File: src/rtl/regmap_pkg.sv
package regmap_pkg;
  typedef enum logic [1:0] {
    AC_DIRECT   = 2'd0,
    AC_POINTER  = 2'd1,
    AC_WORKING  = 2'd2,
    AC_RESERVED = 2'd3
  } acc_cls_e;
endpackage

File: src/rtl/regmap_state.sv
module regmap_state #(
  parameter int PAGE_W = 2,
  parameter int BANK_W = 1
) (
  input  logic              clk,
  input  logic              rst_n,
  input  logic              bank_cmd,
  input  logic [BANK_W-1:0] bank_pick,
  input  logic              page_we,
  input  logic [PAGE_W-1:0] page_din,
  output logic [BANK_W-1:0] bank_q,
  output logic [PAGE_W-1:0] page_q
);
  always_ff @(posedge clk or negedge rst_n) begin
    if (!rst_n) begin
      bank_q <= '0;
      page_q <= '0;
    end else begin
      if (bank_cmd) bank_q <= bank_pick;
      if (page_we)  page_q <= page_din;
    end
  end
endmodule

File: src/rtl/regmap_decode.sv
module regmap_decode
  import regmap_pkg::*;
#(
  parameter int PAGE_SPAN   = 192,
  parameter int FULL_PAGES  = 2,
  parameter int PART_SPAN   = 64,
  parameter int COMMON_SPAN = 16,
  parameter int SYS_SPAN    = 16,
  parameter int BANK_SPAN   = 32,
  parameter int NUM_BANKS   = 2,
  parameter int P1_SPAN     = 60,
  parameter int PAGE_W      = 2,
  parameter int BANK_W      = 1,
  parameter int IDX_W       = 10
) (
  input  logic [7:0]        lg_addr,
  input  acc_cls_e          cls,
  input  logic [BANK_W-1:0] bank,
  input  logic [PAGE_W-1:0] page,
  output logic [IDX_W-1:0]  idx,
  output logic              sys_hit,
  output logic              unmapped
);
  localparam int WIN_SPAN    = 256 - PAGE_SPAN;
  localparam int PART_BASE   = FULL_PAGES * PAGE_SPAN;
  localparam int COMMON_BASE = PART_BASE + PART_SPAN;
  localparam int SYS_BASE    = COMMON_BASE + COMMON_SPAN;
  localparam int BANK_BASE   = SYS_BASE + SYS_SPAN;
  localparam int PTR_BASE    = BANK_BASE + NUM_BANKS * BANK_SPAN;
  localparam int PTR1_BASE   = PTR_BASE + WIN_SPAN;

  localparam logic [7:0] WIN_LO  = 8'(PAGE_SPAN);
  localparam logic [7:0] SYS_LO  = 8'(PAGE_SPAN + COMMON_SPAN);
  localparam logic [7:0] BANK_LO = 8'(256 - BANK_SPAN);
  localparam logic [7:0] P1_END  = 8'(PAGE_SPAN + P1_SPAN);

  logic [IDX_W-1:0] a_x, win_off, page_base;
  assign a_x       = IDX_W'(lg_addr);
  assign win_off   = IDX_W'(lg_addr - WIN_LO);
  assign page_base = IDX_W'(page) * IDX_W'(PAGE_SPAN);

  always_comb begin
    idx      = '0;
    sys_hit  = 1'b0;
    unmapped = 1'b1;
    unique case (cls)
      AC_WORKING: begin
        idx      = IDX_W'(COMMON_BASE) + IDX_W'(lg_addr[3:0]);
        unmapped = 1'b0;
      end
      AC_DIRECT, AC_POINTER: begin
        if (lg_addr < WIN_LO) begin
          if (int'(page) < FULL_PAGES) begin
            idx      = page_base + a_x;
            unmapped = 1'b0;
          end else if (int'(page) == FULL_PAGES && int'(lg_addr) < PART_SPAN) begin
            idx      = IDX_W'(PART_BASE) + a_x;
            unmapped = 1'b0;
          end
        end else if (cls == AC_DIRECT) begin
          if (lg_addr >= BANK_LO) begin
            idx      = IDX_W'(BANK_BASE) + IDX_W'(bank) * IDX_W'(BANK_SPAN)
                       + IDX_W'(lg_addr - BANK_LO);
            unmapped = 1'b0;
          end else if (lg_addr >= SYS_LO) begin
            idx      = IDX_W'(SYS_BASE) + IDX_W'(lg_addr - SYS_LO);
            sys_hit  = 1'b1;
            unmapped = 1'b0;
          end
        end else begin
          if (page == '0) begin
            idx      = IDX_W'(PTR_BASE) + win_off;
            unmapped = 1'b0;
          end else if (int'(page) == 1 && lg_addr < P1_END) begin
            idx      = IDX_W'(PTR1_BASE) + win_off;
            unmapped = 1'b0;
          end
        end
      end
      default: ;
    endcase
  end
endmodule

File: src/rtl/regmap_xlate.sv
module regmap_xlate
  import regmap_pkg::*;
#(
  parameter int PAGE_SPAN   = 192,
  parameter int FULL_PAGES  = 2,
  parameter int PART_SPAN   = 64,
  parameter int COMMON_SPAN = 16,
  parameter int SYS_SPAN    = 16,
  parameter int BANK_SPAN   = 32,
  parameter int NUM_BANKS   = 2,
  parameter int P1_SPAN     = 60,
  parameter int PAGE_W      = 2,
  localparam int BANK_W     = $clog2(NUM_BANKS),
  localparam int TOTAL      = FULL_PAGES * PAGE_SPAN + PART_SPAN + COMMON_SPAN
                              + SYS_SPAN + NUM_BANKS * BANK_SPAN
                              + (256 - PAGE_SPAN) + P1_SPAN,
  localparam int IDX_W      = $clog2(TOTAL)
) (
  input  logic              clk,
  input  logic              rst_n,
  input  logic [7:0]        lg_addr,
  input  logic [1:0]        acc_cls,
  input  logic              bank_cmd,
  input  logic [BANK_W-1:0] bank_pick,
  input  logic              page_we,
  input  logic [PAGE_W-1:0] page_din,
  output logic [IDX_W-1:0]  phys_idx,
  output logic              sys_hit,
  output logic              unmapped,
  output logic [BANK_W-1:0] cur_bank,
  output logic [PAGE_W-1:0] cur_page
);
  acc_cls_e cls;
  assign cls = acc_cls_e'(acc_cls);

  regmap_state #(.PAGE_W(PAGE_W), .BANK_W(BANK_W)) i_state (
    .clk(clk), .rst_n(rst_n),
    .bank_cmd(bank_cmd), .bank_pick(bank_pick),
    .page_we(page_we), .page_din(page_din),
    .bank_q(cur_bank), .page_q(cur_page)
  );

  regmap_decode #(
    .PAGE_SPAN(PAGE_SPAN), .FULL_PAGES(FULL_PAGES), .PART_SPAN(PART_SPAN),
    .COMMON_SPAN(COMMON_SPAN), .SYS_SPAN(SYS_SPAN), .BANK_SPAN(BANK_SPAN),
    .NUM_BANKS(NUM_BANKS), .P1_SPAN(P1_SPAN), .PAGE_W(PAGE_W),
    .BANK_W(BANK_W), .IDX_W(IDX_W)
  ) i_decode (
    .lg_addr(lg_addr), .cls(cls), .bank(cur_bank), .page(cur_page),
    .idx(phys_idx), .sys_hit(sys_hit), .unmapped(unmapped)
  );
endmodule

File: config.mk
export PLATFORM = sky130hd
export DESIGN_NAME = regmap_xlate
export DESIGN_NICKNAME = d
export VERILOG_FILES = /design/src/rtl/regmap_pkg.sv /design/src/rtl/regmap_state.sv /design/src/rtl/regmap_decode.sv /design/src/rtl/regmap_xlate.sv
export SDC_FILE = /design/constraint.sdc
export NUM_CORES = 1
export LEC_CHECK = 0
export BUFFER_PORTS_ARGS = -buffer_cell sky130_fd_sc_hd__buf_2
export CAP_MARGIN = 20
export CELL_PAD_IN_SITES_DETAIL_PLACEMENT = 0
export CELL_PAD_IN_SITES_GLOBAL_PLACEMENT = 1
export CORE_MARGIN = 2
export CORE_UTILIZATION = 29
export CTS_CLUSTER_DIAMETER = 80
export DETAILED_ROUTE_END_ITERATION = 6
export PLACE_DENSITY = 0.77
export SLEW_MARGIN = 15
export SYNTH_ARGS = -nofsm -noshare
export SYNTH_HDL_FRONTEND = slang
export SYNTH_SLANG_ARGS = --single-unit
export TNS_END_PERCENT = 20
File: constraint.sdc
create_clock -name clk -period 3.15 [get_ports clk]
set_input_delay 0 -clock clk [delete_from_list [all_inputs] [get_ports clk]]
set_output_delay 0 -clock clk [all_outputs]
set_load 0.05 [all_outputs]
==> results of run 1 <==
cells in the final DEF (no fill, tap or decap), types with 2 or more instances in the layout:
master,Yosys,routed
buf_2,1,31
ha_1,22,22
inv_1,17,17
nand2_1,16,16
a21oi_1,10,10
nor2_1,10,10
o21ai_0,9,9
dlygate4sd3_1,0,7
nand3_1,4,4
and2_1,4,4
o211ai_1,4,4
fa_1,4,4
a31oi_1,3,3
nand3b_1,3,3
xor2_1,3,3
xnor2_1,3,3
a21o_1,3,3
clkbuf_4,0,3
dfrtp_1,3,3
o221ai_1,2,2
flip-flops by register name, summed over array words and instances (netlist names):
name            flops
i_state.bank_q      1
i_state.page_q      2
cell usage after synthesis, drive strengths merged (2+ instances only):
master | count | area share
xor2 | 3 | 0.025
nand3 | 4 | 0.019
o211ai | 4 | 0.029
o221ai | 2 | 0.017
fa | 4 | 0.077
nor3 | 2 | 0.014
ha | 22 | 0.26
a31oi | 3 | 0.018
nand2 | 16 | 0.058
and2 | 4 | 0.024
a21o | 3 | 0.022
dfrtp | 3 | 0.072
nand3b | 3 | 0.022
nor2 | 10 | 0.036
xnor2 | 3 | 0.025
o21ai | 10 | 0.052
a21oi | 10 | 0.048
inv | 17 | 0.061
clkbuf | 2 | 0.0072
stage by stage:
stage | setup WS, ps | instances
6_report | 497.9 | 224
5_1_grt | 335.6 | 224
4_1_cts | 555.1 | 224
3_5_place_dp | 803.8 | 213
3_3_place_gp | 774.2 | 213
2_1_floorplan | 282.2 | 139
worst max-delay path by stage:
stage                           start          end  slack, ps  cells past startpoint
finish              i_state.page_q[1]  phys_idx[9]        500                      9
global route        i_state.page_q[1]  phys_idx[8]        340                      8
CTS                 i_state.page_q[1]  phys_idx[9]        560                      9
detailed placement  i_state.page_q[1]  phys_idx[8]        800                      8
global placement    i_state.page_q[1]  phys_idx[8]        770                      8
floorplan           i_state.page_q[1]  phys_idx[9]        280                      9
cells by family after synthesis:
| kind of cell | count (synthesis) | share of synthesized area |
|---|---|---|
| buffers and inverters | 20 | 0.07331 |
| adder cells (fa/ha/maj) | 26 | 0.3413 |
| flip-flops | 3 | 0.07211 |
| AND/OR/NAND/NOR | 44 | 0.2067 |
| XOR/XNOR | 6 | 0.05049 |
| AO/OA/AOI/OAI | 40 | 0.2560 |
cell type report:
class,count,area [µm²],share of cell area
inverters,17,63.81,0.04771
flip-flops and latches,3,75.07,0.05613
repair buffers,38,225.2,0.1684
multi-input cells,116,889.6,0.6651
clock buffers,4,26.28,0.01964
well taps,46,57.56,0.04303
power by group through the flow:
stage | Combinational [µW] | Clock, µW | Sequential (µW)
after detailed placement | 242 | 0 | 48.1
after CTS | 252 | 65.4 | 47.7
final | 251 | 63.5 | 48.0
after global placement | 238 | 0 | 48.2
after global routing | 278 | 69.2 | 48.7
after floorplan | 167 | 0 | 58.1
layer usage:
metal  part of all wire  up-vias  track usage
met5                  0        -            0
met1               0.46      505       0.1882
met4              0.011        0      0.02989
met2               0.48       28       0.2591
li1                   -      564            -
met3              0.056        4      0.01761
repair_timing:
item | 4_1_cts | 5_1_grt
hold endpoints to repair | 6 | 0
hold buffers | 7 | 0
setup endpoints to repair | 0 | 0
==> reports/results.tsv, run 1 <==
stage	metric	value	unit
sta	Max Transition Viols Final	0	
floorplanning	core footprint	3390	µm²
clock_tree	H-tree depth	1	
detailed_routing	DR vias	1101	
power_and_ir_drop	Pint	176.1	µW
clock_tree	CTS tree	done	
global_routing	antenna violations before repair	0	
worst_setup_path	Worst setup SP type	flip-flop	
floorplanning	effective utilization at floorplan	0.3071	
clock_tree	Longest Clk Path Bufs	2	
global_routing	vias in the first global route	1129	
sta	Worst Max-Slew Pin Slew	487.4	ps
worst_setup_path	Crit path largest cell delay	540	ps
synth	Post-synth ARST share	1.000	
worst_setup_path	crit-path cells	inv_1 > ha_1 > ha_1 > a21o_1 > nand2_1 > xnor2_1 > o311ai_0 > a21oi_1 > buf_2	
clock_tree	clock root buffer	clkbuf_4	
power_and_ir_drop	Lkg Pwr	0.0006738	µW
worst_setup_path	nature of the critical path endpoint	output port	
final_layout	antenna cell count	0	
detailed_routing	Starting DRT DRC Count	71	
power_and_ir_drop	Combinational Power Share	0.692	
synth	Mean Syn Cell Area	7.489	µm²
synth	Synth cell types	35	
floorplanning	# IOs	32	
sta	Max-slew headroom	0.6709	
worst_setup_path	cells on worst reg2reg path	3	
final_layout	# nets final	222	
power_and_ir_drop	Switching Share	0.5138	
synth	cell area after synthesis	1041	µm²
job	max cap viols	0	
clock_tree	post-CTS resize count	0	
worst_setup_path	Critical R2R Launch	i_state.page_q[1]	
placed_design	Detailed Place HPWL	2295	µm
detailed_routing	DRC Markers	0	
worst_setup_path	slowest cell on the critical path	dfrtp_1	
sta	clock period minus worst slack	2652	ps
synth	Top FF cell, synth	dfrtp_1	
worst_setup_path	reg-to-reg endpoint	i_state.page_q[1]	
sta	achievable clock frequency	0.3771	GHz
min_path	worst hold-check path type	input port to async pin	
worst_setup_path	crit-path max FO	11	
detailed_routing	drt pass-1 iters	4	
sta	final setup vio count	0	
sta	Final Cycle Share	0.8419	
worst_setup_path	Crit path required time	3150	ps
synth	Post-Syn Nets	182	
clock_tree	Clock Pin Slew Worst Setup and Hold Paths	40	ps
placed_design	GPL Wtd Cong	0.8384	
final_layout	final instance area	1338	µm²
worst_setup_path	WP data arrival	2650	ps
global_routing	largest net degree at the start of global routing	13	
final_layout	Synth-to-Final Area Change	28.49	%
worst_setup_path	R2R setup slack	1630	ps
floorplanning	row count	21	
synth	Post-Synthesis Cells	139	
floorplanning	Die X	63.92	µm
detailed_routing	routed vias/inst	4.915	
outcome	outcome	finished, final reports clean	
placed_design	Post-DP Area	1241	µm²
power_and_ir_drop	share of power burned in the clock network	0.175	
worst_setup_path	Top Family by Delay on Critical Path	compound AO/OA/AOI/OAI gates	
clock_tree	TritonCTS Buffers	3	
clock_tree	CTS Sinks	3	
clock_tree	Post-CTS Setup Bufs	0	
synth	warnings from Yosys	0	
final_layout	fraction of layout cells with a size suffix above 1	0.2135	
detailed_routing	wire per inst	12.45	µm
synth	FF+latch count, synth	3	
power_and_ir_drop	Seq pwr share	0.132	
power_and_ir_drop	PwrDens	270.8	nW/µm²
sta	setup_tns	0	ps
worst_setup_path	CP dominant cell by count	ha_1	
global_routing	GR Util All Layers	0.1460	
power_and_ir_drop	Tot Pwr	362.2	µW
final_layout	Layout Utilization	0.3946	
worst_setup_path	Worst Path Class, Setup	flip-flop to output port	
worst_setup_path	crit path buf inv count	2	
sta	Hold WS	97.77	ps
power_and_ir_drop	Net Sw Power	186.1	µW
sta	RSZ-0062 raised after global routing	false	
power_and_ir_drop	VDD IR-drop max	0.0001896	V
global_routing	first-pass GRT wire length	4961	µm
detailed_routing	DRT Wirelength	2788	µm
sta	final hold violations	0	
global_routing	Congestion Overflow GR	0	
synth	register area share after synthesis	0.07212	
final_layout	fillcell total	363	
clock_tree	worst-skew pair later-pin latency	220	ps
synth	number of synthesized flops with an enable pin	0	
sta	skew final	0	ps
floorplanning	Die H	63.92	µm
floorplanning	DIE AREA	4085	µm²
detailed_routing	Final ANT Viol Nets	0	
placed_design	port bufs	31	
Power figures use the tool's default switching activity.
==> inputs of run 2 (changes only) <==
ABC_AREA = 1   (was not set)
PLACE_DENSITY = 0.81   (was 0.77)
clock period = 2.4 ns   (was 3.15 ns; I/O delays follow)
==> reports/results.tsv, run 2 <==
stage	metric	value	unit	change
placed_design	port bufs	31		unchanged
floorplanning	core footprint	3744	µm²	was 3390 µm²
sta	skew final	0	ps	unchanged
detailed_routing	Starting DRT DRC Count	54		was 71
final_layout	Largest register FFs	2		unchanged
clock_tree	CTS tree	done		unchanged
synth	Synth area leaders	ha_1, nand2_1, inv_1		was ha_1, fa_1, dfrtp_1
clock_tree	H-tree depth	1		unchanged
global_routing	first-pass GRT wire length	4940	µm	was 4961 µm
synth	register area share after synthesis	0.06494		was 0.07212
sta	Hold WS	1.004	ps	was 97.77 ps
final_layout	most common cell after layout, fill and taps aside	nand2_1		was buf_2
synth	number of synthesized flops with an enable pin	0		unchanged
placed_design	Post-DP Area	1394	µm²	was 1241 µm²
global_routing	antenna violations before repair	0		unchanged
worst_setup_path	WP data arrival	2230	ps	was 2650 ps
detailed_routing	wire per inst	10.66	µm	was 12.45 µm
global_routing	vias in the first global route	1124		was 1,129
clock_tree	Post-CTS Setup Bufs	0		unchanged
sta	setup_tns	0	ps	unchanged
power_and_ir_drop	PwrDens	367.4	nW/µm²	was 270.8 nW/µm²
worst_setup_path	crit-path max FO	5		was 11
synth	cell area after synthesis	1156	µm²	was 1041 µm²
power_and_ir_drop	Lkg Pwr	0.0008614	µW	was 0.0006738 µW
clock_tree	CTS Sinks	3		unchanged
synth	synth cell count leaders	nand2_1, inv_1, ha_1		was ha_1, inv_1, nand2_1
floorplanning	row count	22		was 21
synth	Post-synth ARST share	1.000		unchanged
detailed_routing	Final ANT Viol Nets	0		unchanged
final_layout	Top Registers	i_state.page_q: 2 flops, i_state.bank_q: 1 flops		unchanged
clock_tree	worst-skew pair later-pin latency	210	ps	was 220 ps
global_routing	Congestion Overflow GR	0		unchanged
worst_setup_path	Worst setup SP type	flip-flop		unchanged
outcome	outcome	finished, final reports clean		unchanged
final_layout	Synth-to-Final Area Change	28.14	%	was 28.49%
min_path	worst hold-check path type	input port to flip-flop		was input port to async pin
sta	RSZ-0062 raised after global routing	false		unchanged
final_layout	# nets final	276		was 222
worst_setup_path	Crit path required time	2400	ps	was 3150 ps
synth	Post-Syn Nets	234		was 182
final_layout	final instance area	1481	µm²	was 1338 µm²
sta	clock period minus worst slack	2229	ps	
sta	Max Transition Viols Final	0		unchanged
sta	achievable clock frequency	0.4486	GHz	
synth	cell with the most instances after synthesis	nand2_1		was ha_1
global_routing	largest net degree at the start of global routing	12		was 13
final_layout	fraction of layout cells with a size suffix above 1	0.2284		was 0.2135
synth	FF+latch count, synth	3		unchanged
detailed_routing	drt pass-1 iters	4		unchanged
final_layout	antenna cell count	0		unchanged
synth	Mean Syn Cell Area	6.053	µm²	was 7.489 µm²
floorplanning	Die X	67.14	µm	was 63.92 µm
final_layout	fillcell total	422		was 363
sta	final hold violations	0		unchanged
clock_tree	Longest Clk Path Bufs	2		unchanged
sta	Final Cycle Share	0.9289		
floorplanning	# IOs	32		unchanged
synth	top cell type's share of synthesized area	0.2381		was 0.2644
clock_tree	clock root buffer	clkbuf_8		was clkbuf_4
final_layout	Reg with most FFs	i_state.page_q		unchanged
synth	Top FF cell, synth	dfrtp_1		unchanged
floorplanning	effective utilization at floorplan	0.3088		was 0.3071
floorplanning	DIE AREA	4508	µm²	was 4085 µm²
floorplanning	Die H	67.14	µm	was 63.92 µm
detailed_routing	routed vias/inst	4.511		was 4.915
synth	Post-Synthesis Cells	191		was 139
placed_design	Detailed Place HPWL	2524	µm	was 2295 µm
placed_design	GPL Wtd Cong	0.8079		was 0.8384
detailed_routing	DRT Wirelength	2984	µm	was 2788 µm
final_layout	commonest non-fill, non-tap cells in the layout	nand2_1, inv_1, buf_2, ha_1, nor2_1		was buf_2, ha_1, inv_1, nand2_1
power_and_ir_drop	VDD IR-drop max	0.0002902	V	was 0.0001896 V
global_routing	GR Util All Layers	0.1410		was 0.1460
detailed_routing	DRC Markers	0		unchanged
synth	warnings from Yosys	0		unchanged
job	max cap viols	0		unchanged
detailed_routing	DR vias	1263		was 1,101
worst_setup_path	nature of the critical path endpoint	output port		unchanged
sta	Worst Max-Slew Pin Slew	377.4	ps	was 487.4 ps
synth	Synth cell types	22		was 35
clock_tree	TritonCTS Buffers	3		unchanged
sta	Max-slew headroom	0.7470		was 0.6709
sta	final setup vio count	0		unchanged
clock_tree	Clock Pin Slew Worst Setup and Hold Paths	30	ps	was 40 ps
worst_setup_path	Worst Path Class, Setup	flip-flop to output port		unchanged
synth	Yosys top cell by area	ha_1		unchanged
run 2: logic make-up after synthesis:
group / share of synthesized area
AND/OR/NAND/NOR: 0.3907
buffers and inverters: 0.1266
AO/OA/AOI/OAI: 0.1104
adder cells (fa/ha/maj): 0.3074
flip-flops: 0.06493
run 2: layout make-up:
| type | instances | area, µm² | share of cell area |
|---|---|---|---|
| clock buffer | 4 | 45.04 | 0.03041 |
| inverter | 36 | 135.1 | 0.09122 |
| multi-input combinational | 151 | 945.9 | 0.6385 |
| sequential | 3 | 75.07 | 0.05068 |
| tap | 48 | 60.06 | 0.04054 |
| timing repair buffer | 38 | 220.2 | 0.1486 |
run 2: power breakdown:
group | total, µW | leakage [µW] | switching, µW | internal [µW]
combinational | 339 | 0.000802 | 229 | 110
clock | 146 | 0.0000228 | 33.1 | 113
sequential | 58.8 | 0.0000364 | 3.34 | 55.5
total | 544 | 0.000861 | 265 | 279
run 2: path summary, 6_finish.rpt:
path	slack, ps	endpoint	cells after the start	from
worst max-delay path	170	phys_idx[9]	11	i_state.page_q[0]
worst min-delay path	1	i_state.page_q[1]	3	page_din[1]
worst max register to register	1220	i_state.bank_q	3	i_state.bank_q
worst min register to register	660	i_state.page_q[0]	2	i_state.page_q[0]
max in group asynchronous	2190	i_state.bank_q	2	rst_n
min in group asynchronous	110	i_state.page_q[0]	2	rst_n
run 2: timing repair:
action / 4_1_cts / 5_1_grt
endpoints found under the hold margin: 5 / 0
hold buffers: 4 / 0
resized for setup: 0 / 2
setup endpoints to repair: 0 / 1
run 2: through the flow:
step	util	total power (µW)	setup slack [ps]	cells
after floorplan	-	301.5	-22.47	191
after global placement	0.3723	391.9	382.6	272
after detailed placement	0.3723	391.9	363.9	272
after CTS	0.3951	549.1	159.4	280
after global routing	0.3957	597.3	3.636	280
final	0.3957	544.3	170.7	280
run 2: per-layer routing:
layer,routed length (µm),global-route usage,up-vias
met3,126,0.005000,0
met1,1419,0.1919,552
li1,-,-,677
met2,1438,0.2475,34
met4,0,0.03061,0
met5,0,0,-
run 2: critical path, cell delays in order (launching register included):
cell and delay [ps]:
dfrtp_1 400, inv_1 100, ha_1 350, ha_1 290, nand2_1 50, nand2_1 70, a21oi_1 60, nand3b_1 160
nand3_1 90, nand2_1 80, a21oi_2 100, buf_2 270
